==> config.mk <==
export PLATFORM = sky130hd
export DESIGN_NAME = blit_line_seq
export DESIGN_NICKNAME = d
export VERILOG_FILES = /design/src/rtl/blit_pkg.sv /design/src/rtl/blit_regs.sv /design/src/rtl/blit_line_addr.sv /design/src/rtl/blit_fsm.sv /design/src/rtl/blit_line_seq.sv
export SDC_FILE = /design/constraint.sdc
export NUM_CORES = 2
export LEC_CHECK = 0
export ABC_CLOCK_PERIOD_IN_PS = 20900
export BUFFER_PORTS_ARGS = -buffer_cell sky130_fd_sc_hd__buf_2
export CAP_MARGIN = 10
export CELL_PAD_IN_SITES_DETAIL_PLACEMENT = 1
export CELL_PAD_IN_SITES_GLOBAL_PLACEMENT = 2
export CORE_MARGIN = 1
export CORE_UTILIZATION = 40
export CTS_BUF_LIST = sky130_fd_sc_hd__clkbuf_16
export DETAILED_ROUTE_END_ITERATION = 7
export PLACE_DENSITY = 0.89
export SYNTH_ARGS = -nofsm -noshare
export SYNTH_HDL_FRONTEND = slang
export SYNTH_SLANG_ARGS = --single-unit
==> constraint.sdc <==
create_clock -name clk -period 20.9 [get_ports clk]
set_input_delay 1.045 -clock clk [delete_from_list [all_inputs] [get_ports clk]]
set_output_delay 1.045 -clock clk [all_outputs]
set_load 0.01 [all_outputs]
==> src/rtl/blit_pkg.sv <==
`timescale 1ns/1ps
package blit_pkg;

  typedef enum logic [1:0] {
    OPK_NONE = 2'd0,
    OPK_FB   = 2'd1,
    OPK_BUF  = 2'd2,
    OPK_RSVD = 2'd3
  } opnd_kind_e;

  // Field positions are decoded by the sequencer: [4] expand, [3:2] dst, [1:0] src.
  typedef struct packed {
    logic       expand;
    opnd_kind_e dst;
    opnd_kind_e src;
  } blit_mode_t;

  typedef enum logic [2:0] {
    ST_IDLE,
    ST_BITMAP,
    ST_LOAD_SRC,
    ST_LOAD_DST,
    ST_COMBINE,
    ST_NEXT_LINE
  } seq_state_e;

  typedef enum logic [1:0] {
    PH_ISSUE,
    PH_READ,
    PH_CAPTURE,
    PH_WAIT
  } cw_phase_e;

  localparam logic [2:0] RA_MODE       = 3'd0;
  localparam logic [2:0] RA_WIDTH      = 3'd1;
  localparam logic [2:0] RA_HEIGHT     = 3'd2;
  localparam logic [2:0] RA_SRC_BASE   = 3'd3;
  localparam logic [2:0] RA_SRC_STRIDE = 3'd4;
  localparam logic [2:0] RA_DST_BASE   = 3'd5;
  localparam logic [2:0] RA_DST_STRIDE = 3'd6;

  function automatic logic kind_used(opnd_kind_e k);
    return (k == OPK_FB) || (k == OPK_BUF);
  endfunction

endpackage

==> src/rtl/blit_regs.sv <==
`timescale 1ns/1ps
module blit_regs
  import blit_pkg::*;
#(
  parameter int AW    = 32,
  parameter int LEN_W = 16
) (
  input  logic             clk,
  input  logic             rst,
  input  logic             busy,
  input  logic             reg_we,
  input  logic [2:0]       reg_addr,
  input  logic [31:0]      reg_wdata,
  output logic             start,
  output blit_mode_t       mode,
  output logic [LEN_W-1:0] width,
  output logic [LEN_W-1:0] height,
  output logic [AW-1:0]    src_base,
  output logic [AW-1:0]    src_stride,
  output logic [AW-1:0]    dst_base,
  output logic [AW-1:0]    dst_stride
);

  logic take;
  assign take = reg_we && !busy && !start;

  always_ff @(posedge clk) begin
    if (rst) begin
      start      <= 1'b0;
      mode       <= '0;
      width      <= '0;
      height     <= '0;
      src_base   <= '0;
      src_stride <= '0;
      dst_base   <= '0;
      dst_stride <= '0;
    end else begin
      start <= 1'b0;
      if (take) begin
        case (reg_addr)
          RA_MODE: begin
            mode  <= blit_mode_t'(reg_wdata[4:0]);
            start <= 1'b1;
          end
          RA_WIDTH:      width      <= LEN_W'(reg_wdata);
          RA_HEIGHT:     height     <= LEN_W'(reg_wdata);
          RA_SRC_BASE:   src_base   <= AW'(reg_wdata);
          RA_SRC_STRIDE: src_stride <= AW'(reg_wdata);
          RA_DST_BASE:   dst_base   <= AW'(reg_wdata);
          RA_DST_STRIDE: dst_stride <= AW'(reg_wdata);
          default: ;
        endcase
      end
    end
  end

endmodule

==> src/rtl/blit_line_addr.sv <==
`timescale 1ns/1ps
module blit_line_addr #(
  parameter int AW     = 32,
  parameter int LEN_W  = 16,
  parameter int BUF_AW = 8
) (
  input  logic              clk,
  input  logic              rst,
  input  logic              init,
  input  logic              step,
  input  logic [LEN_W-1:0]  width,
  input  logic [LEN_W-1:0]  height,
  input  logic [AW-1:0]     src_base,
  input  logic [AW-1:0]     src_stride,
  input  logic [AW-1:0]     dst_base,
  input  logic [AW-1:0]     dst_stride,
  output logic [AW-1:0]     src_line,
  output logic [AW-1:0]     dst_line,
  output logic [BUF_AW-1:0] bmp_line,
  output logic              last_line
);

  localparam int NCHAN = 2;

  logic [AW-1:0]    base_v   [NCHAN];
  logic [AW-1:0]    stride_v [NCHAN];
  logic [LEN_W-1:0] line_idx;

  assign base_v[0]   = src_base;
  assign base_v[1]   = dst_base;
  assign stride_v[0] = src_stride;
  assign stride_v[1] = dst_stride;

  for (genvar c = 0; c < NCHAN; c++) begin : g_chan
    logic [AW-1:0] acc_r;
    always_ff @(posedge clk) begin
      if (rst)       acc_r <= '0;
      else if (init) acc_r <= base_v[c];
      else if (step) acc_r <= acc_r + stride_v[c];
    end
  end

  assign src_line = g_chan[0].acc_r;
  assign dst_line = g_chan[1].acc_r;

  always_ff @(posedge clk) begin
    if (rst) begin
      line_idx <= '0;
      bmp_line <= '0;
    end else if (init) begin
      line_idx <= '0;
      bmp_line <= '0;
    end else if (step) begin
      line_idx <= line_idx + LEN_W'(1);
      bmp_line <= bmp_line + BUF_AW'(width);
    end
  end

  assign last_line = (line_idx == height - LEN_W'(1));

endmodule

==> src/rtl/blit_fsm.sv <==
`timescale 1ns/1ps
module blit_fsm
  import blit_pkg::*;
#(
  parameter int AW     = 32,
  parameter int DW     = 8,
  parameter int LEN_W  = 16,
  parameter int BUF_AW = 8
) (
  input  logic              clk,
  input  logic              rst,
  input  logic              start,
  input  opnd_kind_e        src_kind,
  input  opnd_kind_e        dst_kind,
  input  logic [LEN_W-1:0]  width,
  input  logic [LEN_W-1:0]  height,
  input  logic [AW-1:0]     src_line,
  input  logic [AW-1:0]     dst_line,
  input  logic [BUF_AW-1:0] bmp_line,
  input  logic              last_line,
  input  logic              fb_req_ready,
  input  logic              fb_rsp_valid,
  input  logic [DW-1:0]     fb_rsp_data,
  input  logic [DW-1:0]     rop_result,
  output logic              busy,
  output logic              line_init,
  output logic              line_step,
  output logic              fb_req_valid,
  output logic              fb_req_we,
  output logic [AW-1:0]     fb_req_addr,
  output logic [DW-1:0]     fb_req_wdata,
  output logic              buf_we,
  output logic              buf_wsel,
  output logic [BUF_AW-1:0] buf_waddr,
  output logic [DW-1:0]     buf_wdata,
  output logic              buf_re,
  output logic [BUF_AW-1:0] buf_src_raddr,
  output logic [BUF_AW-1:0] buf_dst_raddr
);

  localparam int CNT_W = 2 * LEN_W;

  seq_state_e       state;
  cw_phase_e        ph;
  logic [CNT_W-1:0] issue_cnt;
  logic [CNT_W-1:0] resp_cnt;
  logic [CNT_W-1:0] total;
  logic [LEN_W-1:0] x;
  logic [AW-1:0]    load_base;
  logic             loading;
  logic             load_done;
  logic             dims_ok;
  seq_state_e       after_src_st;
  seq_state_e       line_start_st;

  always_comb begin
    total         = (state == ST_BITMAP) ? CNT_W'(width) * CNT_W'(height) : CNT_W'(width);
    load_base     = (state == ST_LOAD_DST) ? dst_line : src_line;
    loading       = (state == ST_BITMAP) || (state == ST_LOAD_SRC) || (state == ST_LOAD_DST);
    load_done     = loading && (issue_cnt == total) && (resp_cnt == total)
                    && !fb_req_valid && !buf_we;
    dims_ok       = (width != '0) && (height != '0);
    after_src_st  = (dst_kind == OPK_FB) ? ST_LOAD_DST : ST_COMBINE;
    line_start_st = (src_kind == OPK_FB) ? ST_LOAD_SRC : after_src_st;
  end

  assign line_init = (state == ST_IDLE) && start;
  assign line_step = (state == ST_NEXT_LINE);

  always_ff @(posedge clk) begin
    if (rst) begin
      state         <= ST_IDLE;
      ph            <= PH_ISSUE;
      busy          <= 1'b0;
      issue_cnt     <= '0;
      resp_cnt      <= '0;
      x             <= '0;
      fb_req_valid  <= 1'b0;
      fb_req_we     <= 1'b0;
      fb_req_addr   <= '0;
      fb_req_wdata  <= '0;
      buf_we        <= 1'b0;
      buf_wsel      <= 1'b0;
      buf_waddr     <= '0;
      buf_wdata     <= '0;
      buf_re        <= 1'b0;
      buf_src_raddr <= '0;
      buf_dst_raddr <= '0;
    end else begin
      buf_we <= 1'b0;
      buf_re <= 1'b0;
      if (fb_rsp_valid) begin
        buf_we    <= 1'b1;
        buf_wsel  <= (state == ST_LOAD_DST);
        buf_waddr <= BUF_AW'(resp_cnt);
        buf_wdata <= fb_rsp_data;
        resp_cnt  <= resp_cnt + CNT_W'(1);
      end
      case (state)
        ST_IDLE: begin
          if (start && dims_ok) begin
            busy  <= 1'b1;
            state <= (src_kind == OPK_BUF) ? ST_BITMAP : line_start_st;
          end
        end
        ST_BITMAP, ST_LOAD_SRC, ST_LOAD_DST: begin
          if (!fb_req_valid || fb_req_ready) begin
            if (issue_cnt < total) begin
              fb_req_valid <= 1'b1;
              fb_req_we    <= 1'b0;
              fb_req_addr  <= load_base + AW'(issue_cnt);
              issue_cnt    <= issue_cnt + CNT_W'(1);
            end else begin
              fb_req_valid <= 1'b0;
            end
          end
          if (load_done) begin
            issue_cnt <= '0;
            resp_cnt  <= '0;
            if (state == ST_LOAD_SRC)      state <= after_src_st;
            else if (state == ST_LOAD_DST) state <= ST_COMBINE;
            else                           state <= line_start_st;
          end
        end
        ST_COMBINE: begin
          case (ph)
            PH_ISSUE: begin
              buf_re        <= 1'b1;
              buf_src_raddr <= (src_kind == OPK_BUF) ? bmp_line + BUF_AW'(x) : BUF_AW'(x);
              buf_dst_raddr <= BUF_AW'(x);
              ph            <= PH_READ;
            end
            PH_READ: ph <= PH_CAPTURE;
            PH_CAPTURE: begin
              fb_req_valid <= 1'b1;
              fb_req_we    <= 1'b1;
              fb_req_addr  <= dst_line + AW'(x);
              fb_req_wdata <= rop_result;
              ph           <= PH_WAIT;
            end
            default: begin
              if (fb_req_ready) begin
                fb_req_valid <= 1'b0;
                ph           <= PH_ISSUE;
                if (x == width - LEN_W'(1)) begin
                  x     <= '0;
                  state <= ST_NEXT_LINE;
                end else begin
                  x <= x + LEN_W'(1);
                end
              end
            end
          endcase
        end
        ST_NEXT_LINE: begin
          if (last_line) begin
            state <= ST_IDLE;
            busy  <= 1'b0;
          end else begin
            state <= line_start_st;
          end
        end
        default: state <= ST_IDLE;
      endcase
    end
  end

endmodule

==> src/rtl/blit_line_seq.sv <==
`timescale 1ns/1ps
module blit_line_seq
  import blit_pkg::*;
#(
  parameter int AW     = 32,
  parameter int DW     = 8,
  parameter int LEN_W  = 16,
  parameter int BUF_AW = 8
) (
  input  logic              clk,
  input  logic              rst,
  input  logic              reg_we,
  input  logic [2:0]        reg_addr,
  input  logic [31:0]       reg_wdata,
  output logic              busy,
  output logic              fb_req_valid,
  input  logic              fb_req_ready,
  output logic              fb_req_we,
  output logic [AW-1:0]     fb_req_addr,
  output logic [DW-1:0]     fb_req_wdata,
  input  logic              fb_rsp_valid,
  input  logic [DW-1:0]     fb_rsp_data,
  output logic              buf_we,
  output logic              buf_wsel,
  output logic [BUF_AW-1:0] buf_waddr,
  output logic [DW-1:0]     buf_wdata,
  output logic              buf_re,
  output logic [BUF_AW-1:0] buf_src_raddr,
  output logic [BUF_AW-1:0] buf_dst_raddr,
  output logic              rop_expand,
  output logic              rop_src_en,
  output logic              rop_dst_en,
  input  logic [DW-1:0]     rop_result
);

  logic             start;
  blit_mode_t       mode;
  logic [LEN_W-1:0] width;
  logic [LEN_W-1:0] height;
  logic [AW-1:0]    src_base, src_stride, dst_base, dst_stride;
  logic [AW-1:0]    src_line, dst_line;
  logic [BUF_AW-1:0] bmp_line;
  logic             last_line;
  logic             line_init, line_step;

  blit_regs #(.AW(AW), .LEN_W(LEN_W)) u_regs (
    .clk        (clk),
    .rst        (rst),
    .busy       (busy),
    .reg_we     (reg_we),
    .reg_addr   (reg_addr),
    .reg_wdata  (reg_wdata),
    .start      (start),
    .mode       (mode),
    .width      (width),
    .height     (height),
    .src_base   (src_base),
    .src_stride (src_stride),
    .dst_base   (dst_base),
    .dst_stride (dst_stride)
  );

  blit_line_addr #(.AW(AW), .LEN_W(LEN_W), .BUF_AW(BUF_AW)) u_addr (
    .clk        (clk),
    .rst        (rst),
    .init       (line_init),
    .step       (line_step),
    .width      (width),
    .height     (height),
    .src_base   (src_base),
    .src_stride (src_stride),
    .dst_base   (dst_base),
    .dst_stride (dst_stride),
    .src_line   (src_line),
    .dst_line   (dst_line),
    .bmp_line   (bmp_line),
    .last_line  (last_line)
  );

  blit_fsm #(.AW(AW), .DW(DW), .LEN_W(LEN_W), .BUF_AW(BUF_AW)) u_fsm (
    .clk           (clk),
    .rst           (rst),
    .start         (start),
    .src_kind      (mode.src),
    .dst_kind      (mode.dst),
    .width         (width),
    .height        (height),
    .src_line      (src_line),
    .dst_line      (dst_line),
    .bmp_line      (bmp_line),
    .last_line     (last_line),
    .fb_req_ready  (fb_req_ready),
    .fb_rsp_valid  (fb_rsp_valid),
    .fb_rsp_data   (fb_rsp_data),
    .rop_result    (rop_result),
    .busy          (busy),
    .line_init     (line_init),
    .line_step     (line_step),
    .fb_req_valid  (fb_req_valid),
    .fb_req_we     (fb_req_we),
    .fb_req_addr   (fb_req_addr),
    .fb_req_wdata  (fb_req_wdata),
    .buf_we        (buf_we),
    .buf_wsel      (buf_wsel),
    .buf_waddr     (buf_waddr),
    .buf_wdata     (buf_wdata),
    .buf_re        (buf_re),
    .buf_src_raddr (buf_src_raddr),
    .buf_dst_raddr (buf_dst_raddr)
  );

  assign rop_expand = mode.expand;
  assign rop_src_en = kind_used(mode.src);
  assign rop_dst_en = kind_used(mode.dst);

endmodule

Word-level counts from Yosys, hierarchy flattened
Index checks and enable logic that the tools add are counted.
Operators by class
  add/subtract/negate cells: 12
  multiply operators: 1
  div/mod/pow operators: 0
  magnitude comparators: 1
  equality and inequality tests: 32
  shifts and indexed selects: 0
  mux-type cells: 47
  bitwise logic cells: 3
  reduce and logical (&&, ||, !) cells: 51
Operator list (count)
  2-to-1 mux 32 bit: 15
  adder 32 bit: 3
  adder 32 x 1 -> 32 bit (second input constant): 2
  == test 32 bit: 2
  case mux 32 bit (2 select lines): 1
  2-to-1 mux 3 bit: 11
  adder 16 x 1 -> 16 bit (second input constant): 2
  adder 32 x 16 -> 32 bit: 1
  == test 16 bit: 2
  < comparator 32 bit: 1
  multiplier 16 x 16 -> 32 bit: 1
  nonzero test 16 bit: 2
  subtractor 16 x 1 -> 16 bit (second input constant): 2
  AND reduction 2 bit: 10
  adder 8 bit: 2
  2-to-1 mux 16 bit: 1
  == test 3 bit (second input constant): 5
  == test 3 x 2 -> 1 bit (second input constant): 4
  case mux 3 bit (4 select lines): 1
  2-to-1 mux 1 bit: 11
  inequality test 2 x 1 -> 1 bit (second input constant): 5
  inequality test 2 bit (second input constant): 5
  nonzero test 2 bit: 5
  logical AND 1 bit: 9
  19 further kinds: 44
Storage, ports and cells
  bits in registers: 417
  bits in latches: 0
  RAM bits: 0
  ROM bits: 0
  input bits: 56
  output and inout bits: 81
  logic and storage cells: 178
  memories: 0

Depth between registers and ports, before layout
  word-level depth: 9
  gate-level depth with buffers: 38
  mapped depth without buffers: 33

Cells and area by module
Synthesis repeated with hierarchy kept, for this count alone.
Second synthesis, totals
  cell total of the unflattened synthesis: 4399
  area total of the unflattened synthesis: 36455.0 sq um
By module, submodules not included
  blit_fsm: times used 1, cells an instance 2797, area an instance 22161.3 sq um, sequential area each 3263.1 sq um
  blit_line_addr: times used 1, cells an instance 1018, area an instance 7729.9 sq um, sequential area each 1761.7 sq um
  blit_regs: times used 1, cells an instance 582, area an instance 6546.3 sq um, sequential area each 3323.2 sq um
  blit_line_seq: times used 1, cells an instance 2, area an instance 17.5 sq um, sequential area each 0.0 sq um

Worst setup path before layout
OpenSTA, ideal clock, no wires.
  kind: reg-to-reg
  start: reg u_regs.width[7]
  end: reg u_fsm.issue_cnt[24]
  library setup time: 0.114 ns
  arrival time: 8.925 ns
  data required time: 20.786 ns
  path slack: 11.861 ns
  stages on the path, launching flop included: 37
  path buffers: 4
  period minus slack after synthesis: 9.039 ns
  cell sequence: dfxtp_1 -> clkbuf_1 -> clkbuf_1 -> clkbuf_1 -> nand2_1 -> fa_1 -> inv_1 -> fa_1 -> inv_1 -> fa_1 -> inv_1 -> fa_1 -> fa_1 -> inv_1 -> fa_1 -> inv_1 -> ha_1 -> buf_2 -> nand2_1 -> or3_1 -> a22o_1 -> a211oi_2 -> o2111ai_1 -> and4_1 -> nor3_1 -> inv_1 -> ha_1 -> nand4_1 -> nor4_1 -> nand3_1 -> nor3_1 -> a221o_1 -> or4_1 -> nor4_1 -> nand4_1 -> xor2_1 -> nor2_1
On the way
  word-level cells in the longest chain between the ends: 9
  elaborated cells on any way between the ends: 13
  classes of those cells: mul: 1; order compare: 1; eq/ne: 2; mux: 2; reduce/logical: 7
Ends and longest elaborated chain
  start, declared: line blit_regs.sv:16  | output logic [LEN_W-1:0] width,
  start signal, assigned: line blit_regs.sv:45  | RA_WIDTH: width <= LEN_W'(reg_wdata);
  multiplier 16 x 16 -> 32 bit: line blit_fsm.sv:57  | total = (state == ST_BITMAP) ? CNT_W'(width) * CNT_W'(height) : CNT_W'(width);
  2-to-1 mux 32 bit (*): line blit_fsm.sv:57
  parallel branches: the longest is 7 deep, another holds < comparator 32 bit
  end signal, assigned: line blit_fsm.sv:112  | issue_cnt <= issue_cnt + CNT_W'(1);
  end, declared: line blit_fsm.sv:45  | logic [CNT_W-1:0] issue_cnt;
Mark *: on every way between the ends.
A chain may end at the register's enable or synchronous reset.

Worst setup path after layout
  start: reg u_regs.height[7]
  end: reg u_fsm.resp_cnt[15]
On the way
  word-level cells in the longest chain between the ends: 9
  elaborated cells on any way between the ends: 10
  classes of those cells: mul: 1; eq/ne: 2; mux: 3; reduce/logical: 4
Ends and longest elaborated chain
  start, declared: line blit_regs.sv:17  | output logic [LEN_W-1:0] height,
  start signal, assigned: line blit_regs.sv:46  | RA_HEIGHT: height <= LEN_W'(reg_wdata);
  multiplier 16 x 16 -> 32 bit (*): line blit_fsm.sv:57
  2-to-1 mux 32 bit (*): line blit_fsm.sv:57
  == test 32 bit: line blit_fsm.sv:60  | load_done = loading && (issue_cnt == total) && (resp_cnt == total)
  logical AND 1 bit: line blit_fsm.sv:60
  logical AND 1 bit (*): line blit_fsm.sv:60
  logical AND 1 bit (*) (2 in series): line blit_fsm.sv:61  | && !fb_req_valid && !buf_we;
  2-to-1 mux 32 bit (*): line blit_fsm.sv:117  | if (load_done) begin
  2-to-1 mux 32 bit (*): line blit_fsm.sv:99  | case (state)
  end signal, assigned: line blit_fsm.sv:97  | resp_cnt <= resp_cnt + CNT_W'(1);
  end, declared: line blit_fsm.sv:46  | logic [CNT_W-1:0] resp_cnt;
Every way passes the cells marked *; elsewhere a longest branch is shown, timed or not.

==> out/qor.txt <==
post-route ant nets - 0
Hold Path Class - reg2reg
post-synthesis mux area share - 2.21%
top post-synthesis cells by area - dfxtp_1 24%, fa_1 12%, ha_1 10%, nand2_1 8.2%, a21oi_1 6.0%
commonest cells after routing, fill and taps aside - 750 x nand2_1, 417 x dfxtp_1, 408 x a21oi_1
CTS Hold Buffers Added - 0
initial antenna violation count - 3
fin nets - 4837
Synth Area in Adders - 21.8%
max incr delay on CP - 0.92 ns
Die Ht - 294 um
CP max stage cell - dfxtp_1
kind of critical path - reg2reg
GPL Wtd Cong - 0.934
IO Pins - 137
1st-iter DRT viols - 2047
maximum fanout count along the critical path - 64
Seq/Total Area, Yosys - 24.4%
Reg clk slew, reported paths - 0.06 ns
minimum clock period - 10.34 ns
CP Launch Type - flop
post-place setup slack - 10.69 ns
power density cells - 48.7 nW/um2
top-area cell type share of the netlist area - 24.4%
status - complete, no violations
Worst Path Arrival - 10.77 ns
CP top delay family - adder cells
setup_tns - 0 ns
Initial Util - 40.6%
post-route setup slack - 10.56 ns
Post-route DRC - 0
Cells after Synth - 4325
WP buf/inv - 7
deepest clock path buffer count - 3
Slew Limit Headroom - 24.9%
fin crit share - 49.5%
Leak - 15.9 nW
Post-synth EDFFs - 0
Slew Limit Fails - 0
Slew @ Worst Pin - 1.12 ns
ys async rst share - 0%
wire per inst - 22.4 um
total CTS buffers - 51
drt pass-1 iters - 6
area growth from synthesis to layout - 9.12%
# H-tree levels - 2
site row count - 106
CTS tree - done
Final Hold Viols - 0
worst hold slack - 0.452 ns
compound-cell area share of the yosys netlist - 16.6%
synthesized area per cell - 7.90 um2
final wirelength - 123000 um
vias in the first global route - 32000
ys flop type - dfxtp_1
most common cell after layout, fill and taps aside - nand2_1
layout cells sized above 1 - 7.57%
GRT Overall Usage - 28.4%
vias per cell - 5.70
total setup buffers inserted after CTS - 0
final instance area - 37300 um2
Clock Tree Root - clkbuf_16
register bit total from synthesis - 417
Die X - 294 um
post-synthesis xor/xnor area fraction - 7.18%
main combinational cell family by area after synthesis - simple AND/OR/NAND/NOR gates
CP endpoint kind - flop
Distinct cells, synth - 83
dpl hpwl - 92300 um
largest net degree at the start of global routing - 87
total gr overflow - 0
Die Area - 86600 um2
VDD IR-drop max - 53.8 uV
Max Cap Viol - 0
via count - 31300
core box area - 84100 um2
Worst Path Required - 21.32 ns
first-pass GRT wire length - 190000 um
fmax - 96.7 MHz
synthesized net count - 4855
Worst-Skew Late Latency - 0.62 ns
Synth warnings - 0
Fill cells - 10400
Port Buf Inserts - 136
area leader, netlist - dfxtp_1
Cell Area, Synth - 34200 um2
Post-CTS Resized - 0
simple-gate share of the synthesized area - 21.8%
placed cell area - 35600 um2
Final Skew - 0.0586 ns
final setup vio count - 0
RSZ-0062 raised after global routing - no
clk sinks - 417
==> final timing paths <==
path,to,slack (ns),depth (start not counted),start
setup / recovery,u_fsm.resp_cnt[15],10.56,33,u_regs.height[7]
hold / removal,u_fsm.fb_req_wdata[1],0.45,2,u_fsm.fb_req_wdata[1]
setup reg to reg,u_fsm.resp_cnt[15],10.56,33,u_regs.height[7]
hold reg to reg,u_fsm.fb_req_wdata[1],0.45,2,u_fsm.fb_req_wdata[1]
==> state kept, by name, indices dropped and copies added (netlist names), 2 cells and up <==
name,cells
u_addr.dst_line,32
u_addr.src_line,32
u_fsm.fb_req_addr,32
u_fsm.issue_cnt,32
u_fsm.resp_cnt,32
u_regs.dst_base,32
u_regs.dst_stride,32
u_regs.src_base,32
u_regs.src_stride,32
u_addr.line_idx,16
u_fsm.x,16
u_regs.height,16
u_regs.width,16
u_addr.bmp_line,8
u_fsm.buf_dst_raddr,8
u_fsm.buf_src_raddr,8
u_fsm.buf_waddr,8
u_fsm.buf_wdata,8
u_fsm.fb_req_wdata,8
u_regs.mode,5
u_fsm.state,3
u_fsm.ph,2
==> power breakdown <==
group | internal [mW] | total (mW) | switching [mW]
registers | 0.804 | 0.815 | 0.0118
logic | 0.0328 | 0.105 | 0.0726
clock network | 0.515 | 0.893 | 0.379
total | 1.35 | 1.81 | 0.463
==> tightest hold or removal path, cell delays in order (launching register included) <==
cell and delay (ns):
dfxtp_1 0.30, nand2_1 0.05, a21oi_1 0.05
==> synth_stat cells, types with 44 or more instances <==
library cell / number
clkbuf_1: 207
xnor2_1: 137
a22oi_1: 55
xor2_1: 143
nand2_1: 750
fa_1: 200
o21ai_0: 123
ha_1: 274
and3_1: 45
nand3_1: 78
dfxtp_1: 417
inv_1: 280
a21o_1: 58
nor2_1: 349
nand4_1: 44
and2_1: 119
a21oi_1: 408
nor3_1: 64
==> layout make-up <==
type	instances	area (um2)	area share (%)
Inverter	280	1050	2.82
Multi-Input combinational cell	3377	23800	63.8
Clock inverter	41	364	0.977
Antenna cell	2	5.00	0.0134
Clock buffer	52	1300	3.49
Sequential cell	417	8350	22.4
Tap cell	1134	1420	3.81
Timing Repair Buffer	180	1020	2.74
==> through the flow <==
stage / power (mW) / instances / utilization, %
2_1_floorplan: 0.895 / 4325 / -
3_3_place_gp: 0.936 / 5388 / 42.3
3_5_place_dp: 0.937 / 5388 / 42.3
4_1_cts: 1.83 / 5481 / 44.3
5_1_grt: 1.87 / 5481 / 44.3
6_report: 1.81 / 5483 / 44.3
==> logic make-up after synthesis <==
family,count (synthesis)
XOR/XNOR,280
buffers and inverters,531
AO/OA/AOI/OAI,915
adder cells (fa/ha/maj),474
flip-flops,417
multiplexers,69
AND/OR/NAND/NOR,1639
==> per-layer routing <==
layer	wire, um	GRT usage, %	vias up
met1	53300	36.4	15700
met4	4170	9.34	2
met5	11	0	-
met3	5950	3.26	173
li1	-	-	14600
met2	59300	49.1	719
Power figures use the tool's default switching activity.
